<file path="src/rtl/sram_ctl_pkg.sv">
package sram_ctl_pkg;

  typedef enum logic [2:0] {
    PH_IDLE    = 3'd0,
    PH_WSETUP  = 3'd1,
    PH_WPULSE  = 3'd2,
    PH_WHOLD   = 3'd3,
    PH_RACCESS = 3'd4
  } phase_t;

  function automatic int max4(input int a, input int b, input int c, input int d);
    int m;
    m = a;
    if (b > m) m = b;
    if (c > m) m = c;
    if (d > m) m = d;
    return m;
  endfunction

endpackage

</file>
<file path="src/rtl/sram_lane_decode.sv">
module sram_lane_decode #(
  parameter int LANES  = 2,
  parameter int LANE_W = 8
) (
  input  logic [LANES-1:0]        mask,
  output logic [LANES-1:0]        be_n,
  output logic [LANES*LANE_W-1:0] bit_mask,
  output logic                    any
);

  for (genvar i = 0; i < LANES; i++) begin : g_lane
    assign be_n[i]                      = ~mask[i];
    assign bit_mask[i*LANE_W +: LANE_W] = {LANE_W{mask[i]}};
  end

  assign any = |mask;

endmodule

</file>
<file path="src/rtl/sram_phase_timer.sv">
module sram_phase_timer #(
  parameter int W = 2
) (
  input  logic         clk,
  input  logic         rst,
  input  logic         load,
  input  logic [W-1:0] load_val,
  output logic         done
);

  logic [W-1:0] cnt;

  always_ff @(posedge clk) begin
    if (rst)
      cnt <= '0;
    else if (load)
      cnt <= load_val;
    else if (cnt != '0)
      cnt <= cnt - 1'b1;
  end

  assign done = (cnt == '0);

endmodule

</file>
<file path="src/rtl/sram_seq_fsm.sv">
module sram_seq_fsm
  import sram_ctl_pkg::*;
#(
  parameter int ADDR_W  = 17,
  parameter int LANES   = 2,
  parameter int DATA_W  = 16,
  parameter int CNT_W   = 2,
  parameter int T_SETUP = 1,
  parameter int T_PULSE = 2,
  parameter int T_HOLD  = 1,
  parameter int T_READ  = 2
) (
  input  logic              clk,
  input  logic              rst,
  input  logic              req_valid,
  input  logic              req_write,
  input  logic [ADDR_W-1:0] req_addr,
  input  logic [DATA_W-1:0] req_wdata,
  input  logic [LANES-1:0]  req_be_n,
  input  logic [DATA_W-1:0] req_bits,
  input  logic              req_any,
  input  logic              tmr_done,
  output logic              tmr_load,
  output logic [CNT_W-1:0]  tmr_val,
  output logic              ready,
  output logic              rsp_valid,
  output logic [DATA_W-1:0] rsp_rdata,
  output logic [ADDR_W-1:0] mem_addr,
  output logic              mem_ce_n,
  output logic              mem_we_n,
  output logic              mem_oe_n,
  output logic [LANES-1:0]  mem_be_n,
  output logic [DATA_W-1:0] mem_dq_out,
  output logic              mem_dq_oe,
  input  logic [DATA_W-1:0] mem_dq_in
);

  phase_t            phase, phase_n;
  logic [DATA_W-1:0] bits_q;
  logic              accept;
  logic              start;
  logic              capture;
  logic              empty_rd;

  assign accept   = req_valid && ready;
  assign start    = (phase == PH_IDLE) && (phase_n != PH_IDLE);
  assign capture  = (phase == PH_RACCESS) && tmr_done;
  assign empty_rd = accept && !req_write && !req_any;

  always_comb begin
    phase_n  = phase;
    tmr_load = 1'b0;
    tmr_val  = '0;
    unique case (phase)
      PH_IDLE: begin
        if (accept && req_any) begin
          tmr_load = 1'b1;
          if (req_write) begin
            phase_n = PH_WSETUP;
            tmr_val = CNT_W'(T_SETUP - 1);
          end else begin
            phase_n = PH_RACCESS;
            tmr_val = CNT_W'(T_READ - 1);
          end
        end
      end
      PH_WSETUP: begin
        if (tmr_done) begin
          phase_n  = PH_WPULSE;
          tmr_load = 1'b1;
          tmr_val  = CNT_W'(T_PULSE - 1);
        end
      end
      PH_WPULSE: begin
        if (tmr_done) begin
          phase_n  = PH_WHOLD;
          tmr_load = 1'b1;
          tmr_val  = CNT_W'(T_HOLD - 1);
        end
      end
      PH_WHOLD:   if (tmr_done) phase_n = PH_IDLE;
      PH_RACCESS: if (tmr_done) phase_n = PH_IDLE;
      default:    phase_n = PH_IDLE;
    endcase
  end

  always_ff @(posedge clk) begin
    if (rst) begin
      phase      <= PH_IDLE;
      ready      <= 1'b1;
      rsp_valid  <= 1'b0;
      rsp_rdata  <= '0;
      mem_addr   <= '0;
      mem_ce_n   <= 1'b1;
      mem_we_n   <= 1'b1;
      mem_oe_n   <= 1'b1;
      mem_be_n   <= '1;
      mem_dq_out <= '0;
      mem_dq_oe  <= 1'b0;
      bits_q     <= '0;
    end else begin
      phase     <= phase_n;
      ready     <= (phase_n == PH_IDLE);
      mem_ce_n  <= (phase_n == PH_IDLE);
      mem_we_n  <= (phase_n != PH_WPULSE);
      mem_oe_n  <= (phase_n != PH_RACCESS);
      mem_dq_oe <= (phase_n == PH_WPULSE) ||
                   ((phase == PH_WPULSE) && (phase_n == PH_WHOLD));
      if (start) begin
        mem_addr   <= req_addr;
        mem_be_n   <= req_be_n;
        mem_dq_out <= req_wdata;
        bits_q     <= req_bits;
      end else if (phase_n == PH_IDLE) begin
        mem_be_n <= '1;
      end
      rsp_valid <= capture || empty_rd;
      if (capture)
        rsp_rdata <= mem_dq_in & bits_q;
      else if (empty_rd)
        rsp_rdata <= '0;
    end
  end

endmodule

</file>
<file path="src/rtl/sram_lane_ctrl.sv">
module sram_lane_ctrl
  import sram_ctl_pkg::*;
#(
  parameter int ADDR_W  = 17,
  parameter int LANE_W  = 8,
  parameter int T_SETUP = 1,
  parameter int T_PULSE = 2,
  parameter int T_HOLD  = 1,
  parameter int T_READ  = 2
) (
  input  logic                clk,
  input  logic                rst,
  input  logic                req_valid,
  output logic                req_ready,
  input  logic                req_write,
  input  logic [ADDR_W-1:0]   req_addr,
  input  logic [2*LANE_W-1:0] req_wdata,
  input  logic [1:0]          req_mask,
  output logic                rsp_valid,
  output logic [2*LANE_W-1:0] rsp_rdata,
  output logic [ADDR_W-1:0]   mem_addr,
  output logic                mem_ce_n,
  output logic                mem_we_n,
  output logic                mem_oe_n,
  output logic                mem_ub_n,
  output logic                mem_lb_n,
  output logic [2*LANE_W-1:0] mem_dq_out,
  output logic                mem_dq_oe,
  input  logic [2*LANE_W-1:0] mem_dq_in
);

  localparam int LANES  = 2;
  localparam int DATA_W = LANES * LANE_W;
  localparam int MAXT   = max4(T_SETUP, T_PULSE, T_HOLD, T_READ);
  localparam int CNT_W  = (MAXT < 2) ? 1 : $clog2(MAXT);

  logic [LANES-1:0]  dec_be_n;
  logic [DATA_W-1:0] dec_bits;
  logic              dec_any;
  logic              tmr_load;
  logic [CNT_W-1:0]  tmr_val;
  logic              tmr_done;
  logic [LANES-1:0]  be_n;

  sram_lane_decode #(.LANES(LANES), .LANE_W(LANE_W)) u_dec (
    .mask     (req_mask),
    .be_n     (dec_be_n),
    .bit_mask (dec_bits),
    .any      (dec_any)
  );

  sram_phase_timer #(.W(CNT_W)) u_tmr (
    .clk      (clk),
    .rst      (rst),
    .load     (tmr_load),
    .load_val (tmr_val),
    .done     (tmr_done)
  );

  sram_seq_fsm #(
    .ADDR_W(ADDR_W), .LANES(LANES), .DATA_W(DATA_W), .CNT_W(CNT_W),
    .T_SETUP(T_SETUP), .T_PULSE(T_PULSE), .T_HOLD(T_HOLD), .T_READ(T_READ)
  ) u_fsm (
    .clk        (clk),
    .rst        (rst),
    .req_valid  (req_valid),
    .req_write  (req_write),
    .req_addr   (req_addr),
    .req_wdata  (req_wdata),
    .req_be_n   (dec_be_n),
    .req_bits   (dec_bits),
    .req_any    (dec_any),
    .tmr_done   (tmr_done),
    .tmr_load   (tmr_load),
    .tmr_val    (tmr_val),
    .ready      (req_ready),
    .rsp_valid  (rsp_valid),
    .rsp_rdata  (rsp_rdata),
    .mem_addr   (mem_addr),
    .mem_ce_n   (mem_ce_n),
    .mem_we_n   (mem_we_n),
    .mem_oe_n   (mem_oe_n),
    .mem_be_n   (be_n),
    .mem_dq_out (mem_dq_out),
    .mem_dq_oe  (mem_dq_oe),
    .mem_dq_in  (mem_dq_in)
  );

  assign mem_ub_n = be_n[1];
  assign mem_lb_n = be_n[0];

endmodule

</file>
<file path="config.mk">
export PLATFORM = sky130hd
export DESIGN_NAME = sram_lane_ctrl
export DESIGN_NICKNAME = d
export VERILOG_FILES = /design/src/rtl/sram_ctl_pkg.sv /design/src/rtl/sram_lane_decode.sv /design/src/rtl/sram_phase_timer.sv /design/src/rtl/sram_seq_fsm.sv /design/src/rtl/sram_lane_ctrl.sv
export SDC_FILE = /design/constraint.sdc
export NUM_CORES = 1
export LEC_CHECK = 0
export ABC_AREA = 1
export CAP_MARGIN = 20
export CORE_AREA = 5 5 77 149
export CTS_CLUSTER_DIAMETER = 40
export DETAILED_ROUTE_END_ITERATION = 8
export DIE_AREA = 0 0 82 154
export PLACE_DENSITY = 0.57
export SLEW_MARGIN = 20
export SYNTH_ARGS = -nofsm -noshare
export SYNTH_HDL_FRONTEND = slang
export SYNTH_HIERARCHICAL = 1
export SYNTH_SLANG_ARGS = --single-unit
</file>
<file path="constraint.sdc">
create_clock -name clk -period 1.7 [get_ports clk]
set_input_delay 0.34 -clock clk [delete_from_list [all_inputs] [get_ports clk]]
set_output_delay 0.34 -clock clk [all_outputs]
set_load 0.005 [all_outputs]
</file>
==> impl_metrics.ini, run 1 <==
[yosys]
synth_area_per_cell_um2 = 7.88
async_reset_ff_frac = 0
synth_cell_types = 25
syn-num-nets = 428
synth_ff_type = dfxtp_1
yosysSeqAreaShare = 0.517
synth.top_cells.by_area = dfxtp_1 (52%), nor2_1 (13%), o21ai_0 (8.3%)
synth-edff-count = 0
yosys_warnings = 6
yosys.area.top_type_share = 0.517
synth_area_leader_cell = dfxtp_1
ys_ff_latch = 76
netlist_instances = 373
netlist_area_um2 = 2940

[global_route]
grt_first_pass_wirelength_um = 13500
antenna_found_initial = 1
grt_pass1_vias = 2778
grt_max_degree = 50
overflow = 0
grt_usage = 0.142

[timing]
setup_viol = 0
min_period_over_period = 0.938
relSlewSlack = 0.797
fin_worst_skew_ps = 6.37
fin_ws_ps = 106
tns_ps = 0
final_max_slew_viol_count = 0
finalHoldViolCount = 0
max_freq_mhz = 627
fin_crit_ps = 1590
rsz0062_at_grt = no
worstMarginPinSlew_ps = 304
whs_ps = 460

[place]
place_ws_ps = -275
port_buffers = 111
dpl.hpwl_um = 6550
place_inst = 595
place_area_um2 = 4110
place.gp.congestion = 0.849

[floorplanning]
io_pins = 112
start_util = 0.290
core-area_um2 = 10100
dieArea_um2 = 12600
dieWidth_um = 82
die_h_um = 154
rows = 52

[drt]
wl_um = 8660
vias_per_cell = 4.52
vias = 2769
ant_nets = 0
drtIter0Drc = 122
route.detailed.drc = 0
drtPass1Iterations = 4
drt-wirelength-per-cell_um = 14.1

[power_and_ir_drop]
leakage_nw = 1.80
total_power_mw = 6.50
ir_drop_mv = 0.563
p_per_area_nw_per_um2 = 1460

[setup_path]
critical_path_buf_inv_count = 1
timing.rr.end = u_fsm/mem_be_n[0]
critical-path-slowest-cell = clkdlybuf4s50_1
arrival_ps = 1250
crit_path_start = u_fsm/mem_ce_n
critPathCaptureType = output port
slowest_delay_ps = 530
crit_family = buffers and inverters
critPathMaxFanout = 4
rrSetupSlack_ps = 310
cp_cell_sequence = clkdlybuf4s50_1
r2r_cells = 8
required_ps = 1360
timing.rr.start = u_fsm/phase[1]
crit_type = reg2out
start_kind = flip-flop

[clock_network]
ctsLongestPathBuffers = 2
cts_max_level = 3
cts_tree = done
insertion_delay_ps = 330
clock-root-buffer = clkbuf_16
clkSlewWorstSetupHoldPaths_ps = 60
cts_buffers = 9
cts_sinks = 76

[hold_path]
holdCritStartpoint = u_fsm/rsp_rdata[6]
hold_depth = 2
hold_class = reg2reg
hold_end = u_fsm/rsp_rdata[6]

[finish]
final_common_cell = clkdlybuf4s50_1
area_growth_pct = 51.7
layout-drive-gt1-share = 0.109
n_fill_cell = 1050
final_cell_mix = clkdlybuf4s50_1 (111), nor2_1 (99), dfxtp_1 (76), o21ai_0 (49), nand2_1 (31)
multiInputGateArea_um2 = 1120
fin_area_um2 = 4460
seq_area_um2 = 1520
final_net_count = 526
fin_util = 0.440
finalNonFillerCells = 612

[flow_run]
maxCapViolations = 0

[run_status]
status = finished clean
where the power goes:
part | total, mW | leakage [nW] | switching [mW] | internal, mW
clock network | 2.15 | 0.161 | 0.725 | 1.43
logic | 1.94 | 1.01 | 0.955 | 0.984
registers | 2.41 | 0.623 | 0.235 | 2.18
worst register-to-register path: stages, from the launching register on:
cell and delay, ps:
dfxtp_1 480, inv_1 100, nand2_1 130, nor2_1 70
nand3_1 110, and2_2 180, nand3_1 90, nand3_1 80
nand2_1 50
registers in the layout (all words and copies together), names as in the netlist:
signal / cells
u_fsm/mem_dq_oe: 1
u_fsm/mem_oe_n: 1
u_fsm/rsp_rdata: 16
u_fsm/mem_be_n: 2
u_fsm/mem_dq_out: 16
u_fsm/phase: 3
u_fsm/mem_ce_n: 1
u_fsm/bits_q: 16
u_tmr/cnt: 1
u_fsm/mem_we_n: 1
u_fsm/rsp_valid: 1
u_fsm/mem_addr: 17
cell families after synthesis:
kind of cell,Yosys count,share of synthesized area
AO/OA/AOI/OAI,70,0.123
buffers and inverters,54,0.105
flip-flops,76,0.517
AND/OR/NAND/NOR,173,0.255
cell type report:
type                            instances  area share
Antenna cell                            1    0.000561
Inverter                               18      0.0157
Tap cell                              135      0.0379
Multi-Input combinational cell        243       0.250
Timing Repair Buffer                  123       0.278
Sequential cell                        76       0.341
Clock inverter                          7      0.0258
Clock buffer                            9      0.0505
worst max path at each step:
stage	to	slack (ps)	cells past startpoint
after floorplan	u_tmr/cnt	350	9
after global placement	u_fsm/mem_dq_oe	-220	9
after detailed placement	u_fsm/mem_addr[16]	-270	8
after CTS	u_tmr/cnt	70	9
after global routing	u_tmr/cnt	70	9
final	mem_ce_n	110	1
Yosys cell counts (5+ instances only):
cell and count:
clkbuf_1 7, a21oi_1 18, nand2_1 31, buf_4 20, nor2_1 99, nor2_2 11, dfxtp_1 76, inv_1 12
buf_2 7, nand3_1 25, inv_2 5, o21ai_0 49
timing repair:
item	4_1_cts	5_1_grt
buffers inserted	0	0
hold buffers	0	0
resized for setup	0	2
setup endpoints to repair	0	12
hold endpoints to repair	0	0
routing by layer:
layer	global-route usage	vias up	share of wire
li1	-	1383	-
met1	0.123	1267	0.32
met3	0.0340	25	0.054
met4	0.0880	0	0.044
met5	0	-	0
met2	0.271	94	0.58
Power figures use the tool's default switching activity.
==> inputs of run 2 (changes only) <==
--- a/config.mk
+++ b/config.mk
@@ -12,6 +12,7 @@
 export DETAILED_ROUTE_END_ITERATION = 8
 export DIE_AREA = 0 0 82 154
 export PLACE_DENSITY = 0.57
+export SETUP_SLACK_MARGIN = 0.3
 export SLEW_MARGIN = 20
 export SYNTH_ARGS = -nofsm -noshare
 export SYNTH_HDL_FRONTEND = slang
==> impl_metrics.ini, run 2 (same netlist as run 1, synthesis figures left out) <==
[power_and_ir_drop]
power_frac_comb = 0.295
leakage_nw = 2.05
sw_frac_of_total = 0.307
pwr-share-clk = 0.333
internal-power_mw = 4.48
pwr-share-seq = 0.372
p_per_area_nw_per_um2 = 1430
ir_drop_mv = 0.569
total_power_mw = 6.47
switching_power_mw = 1.98

[setup_path]
cp-endpoint = u_fsm/rsp_rdata[4]
crit_path_start = u_fsm/mem_ce_n
crit_family = compound AO/OA/AOI/OAI gates
rrSetupSlack_ps = 310
critPathMaxFanout = 8
r2r_cells = 6
timing.rr.start = u_fsm/mem_ce_n
timing.rr.end = u_fsm/rsp_rdata[4]
critPathCaptureType = flip-flop
cp.depth = 6
critical-path-slowest-cell = dfxtp_2
critical_path_buf_inv_count = 2
required_ps = 1920
slowest_delay_ps = 340
crit_type = reg2reg
cp_cell_sequence = buf_6 -> nand2_4 -> o31ai_4 -> clkinvlp_4 -> nand2_1 -> a21oi_1
arrival_ps = 1610
start_kind = flip-flop

[place]
place_area_um2 = 4110
port_buffers = 111
dpl.hpwl_um = 6550
place.gp.congestion = 0.849

[drt]
drt-wirelength-per-cell_um = 14.4
drtIter0Drc = 146
vias_per_cell = 4.50
route.detailed.drc = 0
drtPass1Iterations = 4
vias = 2763
wl_um = 8840
ant_nets = 0

[finish]
final_net_count = 528
layout-drive-gt1-share = 0.157
fin_util = 0.444
area_growth_pct = 53.3
final_cell_mix = nor2_1 (89), dfxtp_1 (72), dlygate4sd2_1 (58), clkdlybuf4s50_1 (50), o21ai_0 (49)
largest_reg_flops = 17
n_fill_cell = 1064
fin_area_um2 = 4510
regMostFlops = u_fsm/mem_addr
final_common_cell = nor2_1

[timing]
setup_viol = 0
fin_worst_skew_ps = 5.44
worstMarginPinSlew_ps = 282
fin_crit_ps = 1390
relSlewSlack = 0.812
final_max_slew_viol_count = 0
rsz0062_at_grt = yes
max_freq_mhz = 720
tns_ps = 0
finalHoldViolCount = 0
min_period_over_period = 0.817

[clock_network]
ctsLongestPathBuffers = 2
cts_max_level = 3
cts_buffers = 9
cts_tree = done
clock-root-buffer = clkbuf_16
cts_sinks = 76
ctsHoldBuffers = 0
clkSlewWorstSetupHoldPaths_ps = 60
insertion_delay_ps = 330

[floorplanning]
dieArea_um2 = 12600
die_h_um = 154
start_util = 0.290
dieWidth_um = 82
core-area_um2 = 10100
io_pins = 112
rows = 52

[global_route]
grt_pass1_vias = 2779
grt_max_degree = 50
grt_first_pass_wirelength_um = 13500
overflow = 0
grt_usage = 0.142
antenna_found_initial = 1

[flow_run]
maxCapViolations = 0

[run_status]
status = finished clean

[hold_path]
hold_class = reg2reg
==> run 2: cell types whose count changed in the layout (fill, tap and decap cells not counted), sizes merged <==
| cell | before | now |
|---|---|---|
| clkinvlp | 2 | 3 |
| clkdlybuf4s50 | 111 | 50 |
| dlygate4sd2 | 0 | 58 |
| buf | 12 | 13 |
| clkinv | 2 | 3 |
| inv | 18 | 17 |
| dlymetal6s2s | 0 | 3 |
==> run 2: power by group through the flow <==
stage,logic (mW),registers (mW),clock network [mW]
6_report,1.90,2.41,2.15
3_5_place_dp,1.95,2.45,0
4_1_cts,1.82,2.40,2.22
2_1_floorplan,0.981,2.42,0
5_1_grt,2.11,2.46,2.29
3_3_place_gp,1.92,2.44,0
==> run 2: how the worst min path moves through the flow <==
| stage | startpoint | endpoint | cells after the start |
|---|---|---|---|
| floorplan | rst | u_tmr/cnt | 1 |
| global placement | u_fsm/rsp_rdata[5] | u_fsm/rsp_rdata[5] | 2 |
| detailed placement | u_fsm/rsp_rdata[6] | u_fsm/rsp_rdata[6] | 2 |
| CTS | u_fsm/rsp_rdata[6] | u_fsm/rsp_rdata[6] | 2 |
| global route | u_fsm/rsp_rdata[5] | u_fsm/rsp_rdata[5] | 2 |
| finish | u_fsm/rsp_rdata[6] | u_fsm/rsp_rdata[6] | 2 |
==> run 2: repair_timing <==
action / CTS / global route
setup endpoints to repair: 116 / 73
resized for setup: 62 / 33
pin swaps: 1 / 10
gates cloned: 0 / 1
buffers inserted: 1 / 0
==> run 2: metal layers <==
layer  part of all wire  vias to the layer above  track usage
li1                   -                     1385            -
met3              0.055                       21       0.0340
met1               0.32                     1270        0.123
met4              0.041                        0       0.0880
met2               0.59                       87        0.273
met5                  0                        -            0
==> run 2: worst reg2reg max path: stages (launching register included) <==
cell and delay, ps:
dfxtp_2 340, buf_6 120, nand2_4 50, o31ai_4 330
clkinvlp_4 270, nand2_1 120, a21oi_1 60
==> run 2: area by class of cell <==
type / instances / area (um2) / area share
flip-flops and latches: 76 / 1530 / 0.339
repair buffers: 124 / 1200 / 0.266
multi-input cells: 243 / 1190 / 0.264
clock buffers: 9 / 225 / 0.0500
well taps: 135 / 169 / 0.0375
clock inverters: 7 / 115 / 0.0255
inverters: 18 / 71.3 / 0.0158
repair inverters: 1 / 7.51 / 0.00167
diodes: 1 / 2.50 / 0.000555
==> run 2: per-stage QoR <==
| stage | cells | hold WS (ps) | setup slack, ps |
|---|---|---|---|
| after floorplan | 373 | 407 | 354 |
| after global placement | 595 | 450 | -219 |
| after detailed placement | 595 | 454 | -275 |
| after CTS | 612 | 461 | 274 |
| after global routing | 614 | 474 | 243 |
| final | 614 | 446 | 311 |
